`config.mk`:
```
export PLATFORM = sky130hd
export DESIGN_NAME = evq_producer
export DESIGN_NICKNAME = d
export VERILOG_FILES = /design/src/rtl/evq_pkg.sv /design/src/rtl/evq_ptr_math.sv /design/src/rtl/evq_ctrl.sv /design/src/rtl/evq_producer.sv
export SDC_FILE = /design/constraint.sdc
export NUM_CORES = 1
export LEC_CHECK = 0
export ABC_AREA = 1
export BUFFER_PORTS_ARGS = -buffer_cell sky130_fd_sc_hd__buf_2
export CAP_MARGIN = 20
export CORE_AREA = 2 2 235 237
export CTS_BUF_LIST = sky130_fd_sc_hd__clkbuf_4 sky130_fd_sc_hd__clkbuf_8 sky130_fd_sc_hd__clkbuf_16
export DETAILED_ROUTE_END_ITERATION = 10
export DIE_AREA = 0 0 237 239
export PLACE_DENSITY_LB_ADDON = 0.12
export REMOVE_ABC_BUFFERS = 1
export SYNTH_ARGS = -nofsm -noshare
export SYNTH_HDL_FRONTEND = slang
export SYNTH_SLANG_ARGS = --single-unit
```
`constraint.sdc`:
```
create_clock -name clk -period 23.2 [get_ports clk]
set_input_delay 0 -clock clk [delete_from_list [all_inputs] [get_ports clk]]
set_output_delay 0 -clock clk [all_outputs]
set_load 0.02 [all_outputs]
```
`src/rtl/evq_pkg.sv`:
```
package evq_pkg;
  typedef enum logic {
    ST_IDLE = 1'b0,
    ST_WAIT = 1'b1
  } evq_state_t;
endpackage

```
`src/rtl/evq_ptr_math.sv`:
```
module evq_ptr_math #(
  parameter int MAX_LOG2   = 8,
  parameter int LOG2_W     = 4,
  parameter int ADDR_W     = 32,
  parameter int ENTRY_LOG2 = 5
) (
  input  logic [LOG2_W-1:0]   cfg_log2size,
  input  logic [ADDR_W-1:0]   cfg_base,
  input  logic [MAX_LOG2:0]   prod,
  input  logic [MAX_LOG2:0]   cons,
  output logic                full,
  output logic                empty,
  output logic [MAX_LOG2:0]   next_prod,
  output logic [ADDR_W-1:0]   entry_addr
);
  localparam int PW = MAX_LOG2 + 1;
  localparam logic [PW-1:0] PW_ONES = {PW{1'b1}};
  localparam logic [ADDR_W-1:0] LOW_MASK = ADDR_W'((1 << ENTRY_LOG2) - 1);

  logic [LOG2_W-1:0] eff_l;
  logic [LOG2_W-1:0] shamt;
  logic [PW-1:0]     ptr_mask;
  logic [PW-1:0]     idx_mask;
  logic [PW-1:0]     wrap_bit;
  logic [PW-1:0]     diff;
  logic [ADDR_W-1:0] base_al;

  // clamp the size to the largest supported
  always_comb begin
    if (cfg_log2size > LOG2_W'(MAX_LOG2)) eff_l = LOG2_W'(MAX_LOG2);
    else                                   eff_l = cfg_log2size;
    shamt    = LOG2_W'(MAX_LOG2) - eff_l;
    ptr_mask = PW_ONES >> shamt;
    idx_mask = ptr_mask >> 1;
    wrap_bit = PW'(1) << eff_l;
  end

  // compare only the L+1 meaningful bits
  always_comb begin
    diff      = (prod ^ cons) & ptr_mask;
    full      = (diff == wrap_bit);
    empty     = (diff == '0);
    next_prod = (prod + PW'(1)) & ptr_mask;
    base_al   = cfg_base & ~LOW_MASK;
    entry_addr = base_al + (ADDR_W'(prod & idx_mask) << ENTRY_LOG2);
  end

  always_comb begin
    assert_full_empty_excl_R3: assert (!(full && empty));
  end
endmodule

```
`src/rtl/evq_ctrl.sv`:
```
module evq_ctrl
  import evq_pkg::*;
#(
  parameter int MAX_LOG2 = 8,
  parameter int ADDR_W   = 32,
  parameter int REC_W    = 256
) (
  input  logic              clk,
  input  logic              rst,
  input  logic              cfg_enable,
  input  logic              evt_valid,
  output logic              evt_ready,
  input  logic [REC_W-1:0]  evt_data,
  input  logic              q_full,
  input  logic              q_empty,
  input  logic [MAX_LOG2:0] next_prod,
  input  logic [ADDR_W-1:0] entry_addr,
  output logic              mem_req,
  output logic [ADDR_W-1:0] mem_addr,
  output logic [REC_W-1:0]  mem_data,
  input  logic              mem_resp,
  input  logic              mem_err,
  output logic [MAX_LOG2:0] prod_ptr,
  output logic              irq
);
  evq_state_t state;
  logic       was_empty;
  logic       take;
  logic       issue;
  logic       done_ok;

  assign evt_ready = (state == ST_IDLE);
  assign take      = evt_valid && evt_ready;
  assign issue     = take && cfg_enable && !q_full;
  assign done_ok   = (state == ST_WAIT) && mem_resp && !mem_err;

  always_ff @(posedge clk) begin
    if (rst) begin
      state     <= ST_IDLE;
      mem_req   <= 1'b0;
      prod_ptr  <= '0;
      irq       <= 1'b0;
      was_empty <= 1'b0;
    end else begin
      irq <= 1'b0;
      case (state)
        ST_IDLE: begin
          if (issue) begin
            mem_req   <= 1'b1;
            was_empty <= q_empty;
            state     <= ST_WAIT;
          end
        end
        ST_WAIT: begin
          if (mem_resp) begin
            mem_req <= 1'b0;
            state   <= ST_IDLE;
            if (!mem_err) begin
              prod_ptr <= next_prod;
              irq      <= was_empty;
            end
          end
        end
        default: state <= ST_IDLE;
      endcase
    end
  end

  // datapath capture, no reset needed
  always_ff @(posedge clk) begin
    if (issue) begin
      mem_addr <= entry_addr;
      mem_data <= evt_data;
    end
  end

  assert_req_hold_R8: assert property (@(posedge clk) disable iff (rst)
    (mem_req && !mem_resp) |=> (mem_req && $stable(mem_addr) && $stable(mem_data)));
  assert_backpressure_R8: assert property (@(posedge clk) disable iff (rst)
    mem_req |-> !evt_ready);
  assert_prod_hold_R6: assert property (@(posedge clk) disable iff (rst)
    !(mem_req && mem_resp && !mem_err) |=> $stable(prod_ptr));
  assert_irq_after_ok_R7: assert property (@(posedge clk) disable iff (rst)
    irq |-> $past(mem_req && mem_resp && !mem_err));
  assert_irq_pulse_R7: assert property (@(posedge clk) disable iff (rst)
    irq |=> !irq);
  assert_no_drop_req_R4: assert property (@(posedge clk) disable iff (rst)
    (evt_ready && evt_valid && !cfg_enable) |=> !mem_req);
  assert_ok_unused_R5: assert property (@(posedge clk) disable iff (rst)
    done_ok |=> !mem_req);
endmodule

```
`src/rtl/evq_producer.sv`:
```
module evq_producer #(
  parameter int MAX_LOG2   = 8,
  parameter int LOG2_W     = $clog2(MAX_LOG2 + 1),
  parameter int ADDR_W     = 32,
  parameter int ENTRY_LOG2 = 5,
  parameter int REC_W      = 8 << ENTRY_LOG2
) (
  input  logic              clk,
  input  logic              rst,
  input  logic [ADDR_W-1:0] cfg_base,
  input  logic [LOG2_W-1:0] cfg_log2size,
  input  logic              cfg_enable,
  input  logic [MAX_LOG2:0] cons_ptr,
  input  logic              evt_valid,
  output logic              evt_ready,
  input  logic [REC_W-1:0]  evt_data,
  output logic              mem_req,
  output logic [ADDR_W-1:0] mem_addr,
  output logic [REC_W-1:0]  mem_data,
  input  logic              mem_resp,
  input  logic              mem_err,
  output logic [MAX_LOG2:0] prod_ptr,
  output logic              irq
);
  logic              q_full;
  logic              q_empty;
  logic [MAX_LOG2:0] next_prod;
  logic [ADDR_W-1:0] entry_addr;

  evq_ptr_math #(
    .MAX_LOG2(MAX_LOG2), .LOG2_W(LOG2_W), .ADDR_W(ADDR_W), .ENTRY_LOG2(ENTRY_LOG2)
  ) u_math (
    .cfg_log2size(cfg_log2size),
    .cfg_base(cfg_base),
    .prod(prod_ptr),
    .cons(cons_ptr),
    .full(q_full),
    .empty(q_empty),
    .next_prod(next_prod),
    .entry_addr(entry_addr)
  );

  evq_ctrl #(
    .MAX_LOG2(MAX_LOG2), .ADDR_W(ADDR_W), .REC_W(REC_W)
  ) u_ctrl (
    .clk(clk),
    .rst(rst),
    .cfg_enable(cfg_enable),
    .evt_valid(evt_valid),
    .evt_ready(evt_ready),
    .evt_data(evt_data),
    .q_full(q_full),
    .q_empty(q_empty),
    .next_prod(next_prod),
    .entry_addr(entry_addr),
    .mem_req(mem_req),
    .mem_addr(mem_addr),
    .mem_data(mem_data),
    .mem_resp(mem_resp),
    .mem_err(mem_err),
    .prod_ptr(prod_ptr),
    .irq(irq)
  );

  assert_addr_aligned_R2: assert property (@(posedge clk) disable iff (rst)
    mem_req |-> (mem_addr[ENTRY_LOG2-1:0] == '0));
endmodule

```
# After elaboration in Yosys (flattened, before gate mapping)
# Cells that the tools add are included.
[word_totals]
ramBits = 0
rom_bits = 0
regBits = 301
output_inout_bits = 300
memories = 0
latch_bits = 0
[classes]
shifts = 2
n_lt_le_gt_ge = 1
eq_ne = 3
n_mux = 7
n_addsub = 3
reduce_logical = 9
div = 0
bitwise = 7
multipliers = 0
[op_table]
columns = ["cell", "n"]
rows = [
  ["adder 32 x 14 -> 32 bit", 1],
  ["bitwise AND 9 bit", 2],
  ["adder 9 x 1 -> 9 bit, second input constant", 1],
  ["bitwise AND 9 x 8 -> 9 bit", 1],
  ["equality test 9 bit", 1],
  ["logical NOT 9 bit", 1],
  ["left shift 1 x 4 -> 9 bit, first input constant", 1],
  ["right shift 9 x 4 -> 9 bit, first input constant", 1],
  ["XOR 9 bit", 1],
  ["> comparator 4 bit, second input constant", 1],
  ["2-to-1 mux 1 bit", 4],
  ["2-to-1 mux 4 bit", 1],
  ["!= test 2 bit, second input constant", 2],
  ["one-hot mux 1 bit (2 select lines)", 2],
  ["AND reduction 2 bit", 2],
  ["OR reduction 4 bit", 1],
  ["subtractor 4 bit, first input constant", 1],
  ["logical AND 1 bit", 3],
  ["inverter 1 bit", 3],
  ["AND reduction 3 bit", 1],
  ["logical NOT 1 bit", 1],
]

# Logic depth before layout (Yosys ltp)
[logic_depth]
ltp_word = 10
ltp_mapped = 19

# Modules after synthesis
# A second synthesis with hierarchy kept.
[unflattened]
hier_cells = 741
area_unflattened_um2 = 11093.1
[by_module_without_submodules]
columns = ["mod", "cells_per_inst", "n_inst", "seq_area_each_um2", "area_each_um2"]
rows = [
  ["evq_ctrl", 369, 1, 8908.5, 9196.3],
  ["evq_ptr_math", 372, 1, 0.0, 1896.8],
]

# Least setup slack after synthesis
# No wires, ideal clock.
[synth_timing]
path_type = "input port to flip-flop"
start = "input port cfg_log2size[3]"
end = "register u_ctrl.mem_addr[10] (enable)"
cell_stages = 12
t_arrival_ps = 6880
required_ps = 22566
n_path_buf = 0
slack_ps = 15686
setup_ps = 634
cell_sequence = "inv_1 nand2_1 ha_1 ha_1 nand2_1 nor2_2 nand2_1 xor2_1 nor2_1 nand2_1 nand2_1 inv_1"
[synth_via]
elab_chain_cells = 8
[synth_lines]
columns = ["element", "line", "source"]
rows = [
  ["start, declared", "evq_producer.sv:11", "input logic [LOG2_W-1:0] cfg_log2size,"],
  ["> comparator 4 bit", "evq_ptr_math.sv:30", "if (cfg_log2size > LOG2_W'(MAX_LOG2)) eff_l = LOG2_W'(MAX_LOG2);"],
  ["2-to-1 mux 4 bit (*)", "evq_ptr_math.sv:30", ""],
  ["subtractor 4 bit", "evq_ptr_math.sv:32", "shamt = LOG2_W'(MAX_LOG2) - eff_l;"],
  ["right shift 9 x 4 -> 9 bit", "evq_ptr_math.sv:33", "ptr_mask = PW_ONES >> shamt;"],
  ["bitwise AND 9 bit", "evq_ptr_math.sv:40", "diff = (prod ^ cons) & ptr_mask;"],
  ["equality test 9 bit (*)", "evq_ptr_math.sv:41", "full = (diff == wrap_bit);"],
  ["logical NOT 1 bit (*)", "evq_ctrl.sv:34", "assign issue = take && cfg_enable && !q_full;"],
  ["logical AND 1 bit (*)", "evq_ctrl.sv:34", ""],
  ["net u_ctrl.issue", "evq_ctrl.sv:29", "logic issue;"],
  ["end signal, assigned", "evq_ctrl.sv:72", "mem_addr <= entry_addr;"],
  ["end, declared", "evq_ctrl.sv:19", "output logic [ADDR_W-1:0] mem_addr,"],
]
# The timed path passes the listed nets; every way through them passes the cells marked *.
# A chain may end at the register's enable or synchronous reset.

# Worst setup path in the final report
[layout_timing]
start = "input port cfg_log2size[2]"
end = "register u_ctrl.mem_data[53] (enable)"
[layout_via]
elab_chain_cells = 8
[layout_lines]
columns = ["element", "line", "source"]
rows = [
  ["> comparator 4 bit", "evq_ptr_math.sv:30", ""],
  ["2-to-1 mux 4 bit (*)", "evq_ptr_math.sv:30", ""],
  ["subtractor 4 bit", "evq_ptr_math.sv:32", ""],
  ["right shift 9 x 4 -> 9 bit", "evq_ptr_math.sv:33", ""],
  ["bitwise AND 9 bit", "evq_ptr_math.sv:40", ""],
  ["equality test 9 bit (*)", "evq_ptr_math.sv:41", ""],
  ["logical NOT 1 bit (*)", "evq_ctrl.sv:34", ""],
  ["logical AND 1 bit (*)", "evq_ctrl.sv:34", ""],
  ["net u_ctrl.issue", "evq_ctrl.sv:29", ""],
  ["end signal, assigned", "evq_ctrl.sv:73", "mem_data <= evt_data;"],
  ["end, declared", "evq_ctrl.sv:20", "output logic [REC_W-1:0] mem_data,"],
]
# Marks and branches as above.

==> metrics.csv <==
stage,metric,value,unit
status,status,completed,
floorplan,fp.dieH,239,um
clocking,post_cts_buffers,0,
global_route,grt_pass1_vias,8877,
routing,dr.pass1.iters,5,
setup_path,critPathRequiredTime,23360,ps
setup_path,arrival,4570,ps
place,dp_hpwl,33180,um
place,post-place-ws,18450,ps
power,power_density,73.37,nW/um2
sta,hold_viol,0,
setup_path,rr_endpoint,u_ctrl.mem_data[53],
sta,setup_tns,0,ps
sta,maxSlewHeadroom,0.3685,
place,gp_congestion,0.8285,
place,dp.cells,1943,
setup_path,worstRegToRegCells,11,
place,port-buffer-count,596,
hold_path,timing.hold.worst_path_depth,5,
power,p_leak,7.986,nW
sta,setup_violations,0,
finish,stdcell_count,2320,
floorplan,core,54340,um2
routing,wirelength,43340,um
sta,setup_slack,18800,ps
sta,worst_slew_pin_slew,947.2,ps
routing,post-route-drc-count,0,
hold_path,min_to,u_ctrl.prod_ptr[0],
routing,wl_per_cell,18.68,um
global_route,grt_pass1_wl,59950,um
place,dpl-instance-area,14440,um2
setup_path,crit_path_end_kind,flop,
global_route,track_usage,0.1461,
sta,rsz0062_at_grt,false,
clocking,path_clk_slew,50,ps
synth,yosysSeqAreaShare,0.8276,
setup_path,crit_fanout,87,
setup_path,start_kind,primary input,
floorplan,start_util,0.1948,
global_route,grt_start_max_net_pins,88,
clocking,clock_sinks,296,
synth,async_reset_ff_frac,0,
finish,finalNetCount,1900,
routing,via_per_inst,3.807,
synth,synth.cell_area,10580,um2
clocking,h-tree-depth,2,
floorplan,io_pins,607,
synth,syn_area_per_cell,16.46,um2
floorplan,dieArea,56640,um2
clocking,cts_tree,done,
setup_path,critPathLaunch,cfg_log2size[2],
hold_path,hp-start,cfg_log2size[0],
setup_path,r2r_slack,19160,ps
floorplan,rows,86,
global_route,grt.overflow.total,0,
clocking,postCtsHoldBufs,296,
synth,synthCells,643,
synth,ys_seq_elements,296,
clocking,clk_path_buf_depth,3,
clocking,cts_inserted_buffers,38,
clocking,cts-root-buf,clkbuf_16,
floorplan,die_x,237,um
setup_path,critPathKind,primary input to flop,
sta,period_needed,4401,ps
routing,routed-via-count,8832,
synth,synth_top_flop_cell,edfxtp_1,
finish,final_layout_size_suffix_gt1_frac,0.4173,
synth,ys_types,36,
global_route,grt_antenna_before_repair,14,
hold_path,hp-class,primary input to flop,
setup_path,rr_startpoint,u_ctrl.prod_ptr[0],
job,timing.max_cap.violations,0,
routing,drt_iter0_drc,378,
sta,drv_slew,0,
finish,fin_area,18670,um2
sta,finalCritPeriodShare,0.1897,
finish,syn_to_final_growth,76.42,%
clocking,clk_latency,540,ps
sta,fmax,0.2272,GHz
synth,yosysWarningCount,0,
synth,synth_edf_count,283,
routing,ant_nets,0,
clocking,ctsResizeCount,0,
sta,skew,13.83,ps
power,peakVddDrop,0.00004099,V
-- final cells by class --
class                      instances  area, um2
antenna                           13      32.53
clock buffer                      47       1036
clock inverter                    21      200.2
fill                            5517      35670
inverter                          61      236.5
multi-input combinational        283       1558
sequential                       296       8758
tap                              704      880.8
timing repair buffer             895       5968
-- metal layers --
metal	up-vias	track usage	wire length (um)
met2	326	0.2683	22640
li1	4209	-	-
met5	-	0	37
met3	66	0.05219	3553
met4	6	0.05619	1475
met1	4225	0.1520	15630
-- stage by stage --
step | power (mW) | util | hold slack (ps)
3_5_place_dp | 0.7517 | 0.2657 | 178.2
4_1_cts | 1.396 | 0.3430 | 10.11
3_3_place_gp | 0.7510 | 0.2657 | 177.4
2_1_floorplan | 0.6934 | - | 69.07
5_1_grt | 1.427 | 0.3434 | 73.46
6_report | 1.370 | 0.3436 | 45.57
-- where the power goes --
part | switching (mW) | internal (mW) | leakage (nW)
combinational | 0.0890 | 0.0720 | 4.62
clock | 0.236 | 0.352 | 0.617
sequential | 0.00526 | 0.615 | 2.74
total | 0.330 | 1.04 | 7.99
-- worst max path at each step --
stage	to	depth (start not counted)
after floorplan	u_ctrl.mem_addr[10]	12
after global placement	u_ctrl.mem_data[196]	17
after detailed placement	u_ctrl.mem_data[196]	17
after CTS	u_ctrl.mem_data[4]	17
after global routing	u_ctrl.mem_data[15]	17
final	u_ctrl.mem_data[53]	17
-- cell usage in the layout (no fill, tap or decap), types with 2 or more instances in the layout --
master,count
nand4_1,11
nand3_1,22
dfxtp_1,13
xor2_1,20
bufinv_16,3
xnor2_1,8
nand2_1,103
a21oi_1,16
dlygate4sd3_1,296
buf_4,3
diode_2,13
nor2_2,2
o21ai_0,7
nor2_1,35
buf_2,596
clkbuf_16,39
inv_1,59
edfxtp_1,283
clkinv_2,6
clkinv_4,2
conb_1,5
clkinv_1,7
nor3_1,16
nor4_1,3
a211oi_1,3
clkbuf_4,8
ha_1,17
-- critical path: stages --
cell and delay [ps]:
dlygate4sd3_1 530, buf_2 150, nand2_1 160, inv_1 80
ha_1 400, nand2_1 140, nand3_1 150, nand2_1 90
nand2_1 70, nand2_1 80, nand3_1 70, nor2_1 50
nand2_1 100, nand2_1 180, inv_8 450, buf_4 840
buf_4 760
-- state kept, by name, summed over array words and instances (netlist names) --
signal            count
u_ctrl.irq            1
u_ctrl.mem_addr      27
u_ctrl.mem_data     256
u_ctrl.mem_req        1
u_ctrl.prod_ptr       9
u_ctrl.state          1
u_ctrl.was_empty      1
-- synthesized netlist by cell type (2+ instances only) --
master | count | area, um2
nor2_1 | 35 | 131.4
nor3_1 | 16 | 80.08
xnor2_1 | 8 | 70.07
ha_1 | 17 | 212.7
o21ai_0 | 7 | 35.03
a211oi_1 | 3 | 22.52
nand4_1 | 11 | 68.82
inv_1 | 60 | 225.2
buf_4 | 5 | 37.54
nand3_1 | 22 | 110.1
a21oi_1 | 16 | 80.08
xor2_1 | 20 | 175.2
edfxtp_1 | 283 | 8498
dfxtp_1 | 13 | 260.3
nor4_1 | 3 | 18.77
nand2_1 | 103 | 386.6
nor2_2 | 2 | 12.51
-- kinds of logic after synthesis --
kind of cell             share of synthesized area
buffers and inverters                      0.02660
flip-flops                                  0.8276
other                                    0.0003544
AND/OR/NAND/NOR                            0.08075
AO/OA/AOI/OAI                              0.01951
adder cells (fa/ha/maj)                    0.02199
XOR/XNOR                                   0.02317
Power figures use the tool's default switching activity.
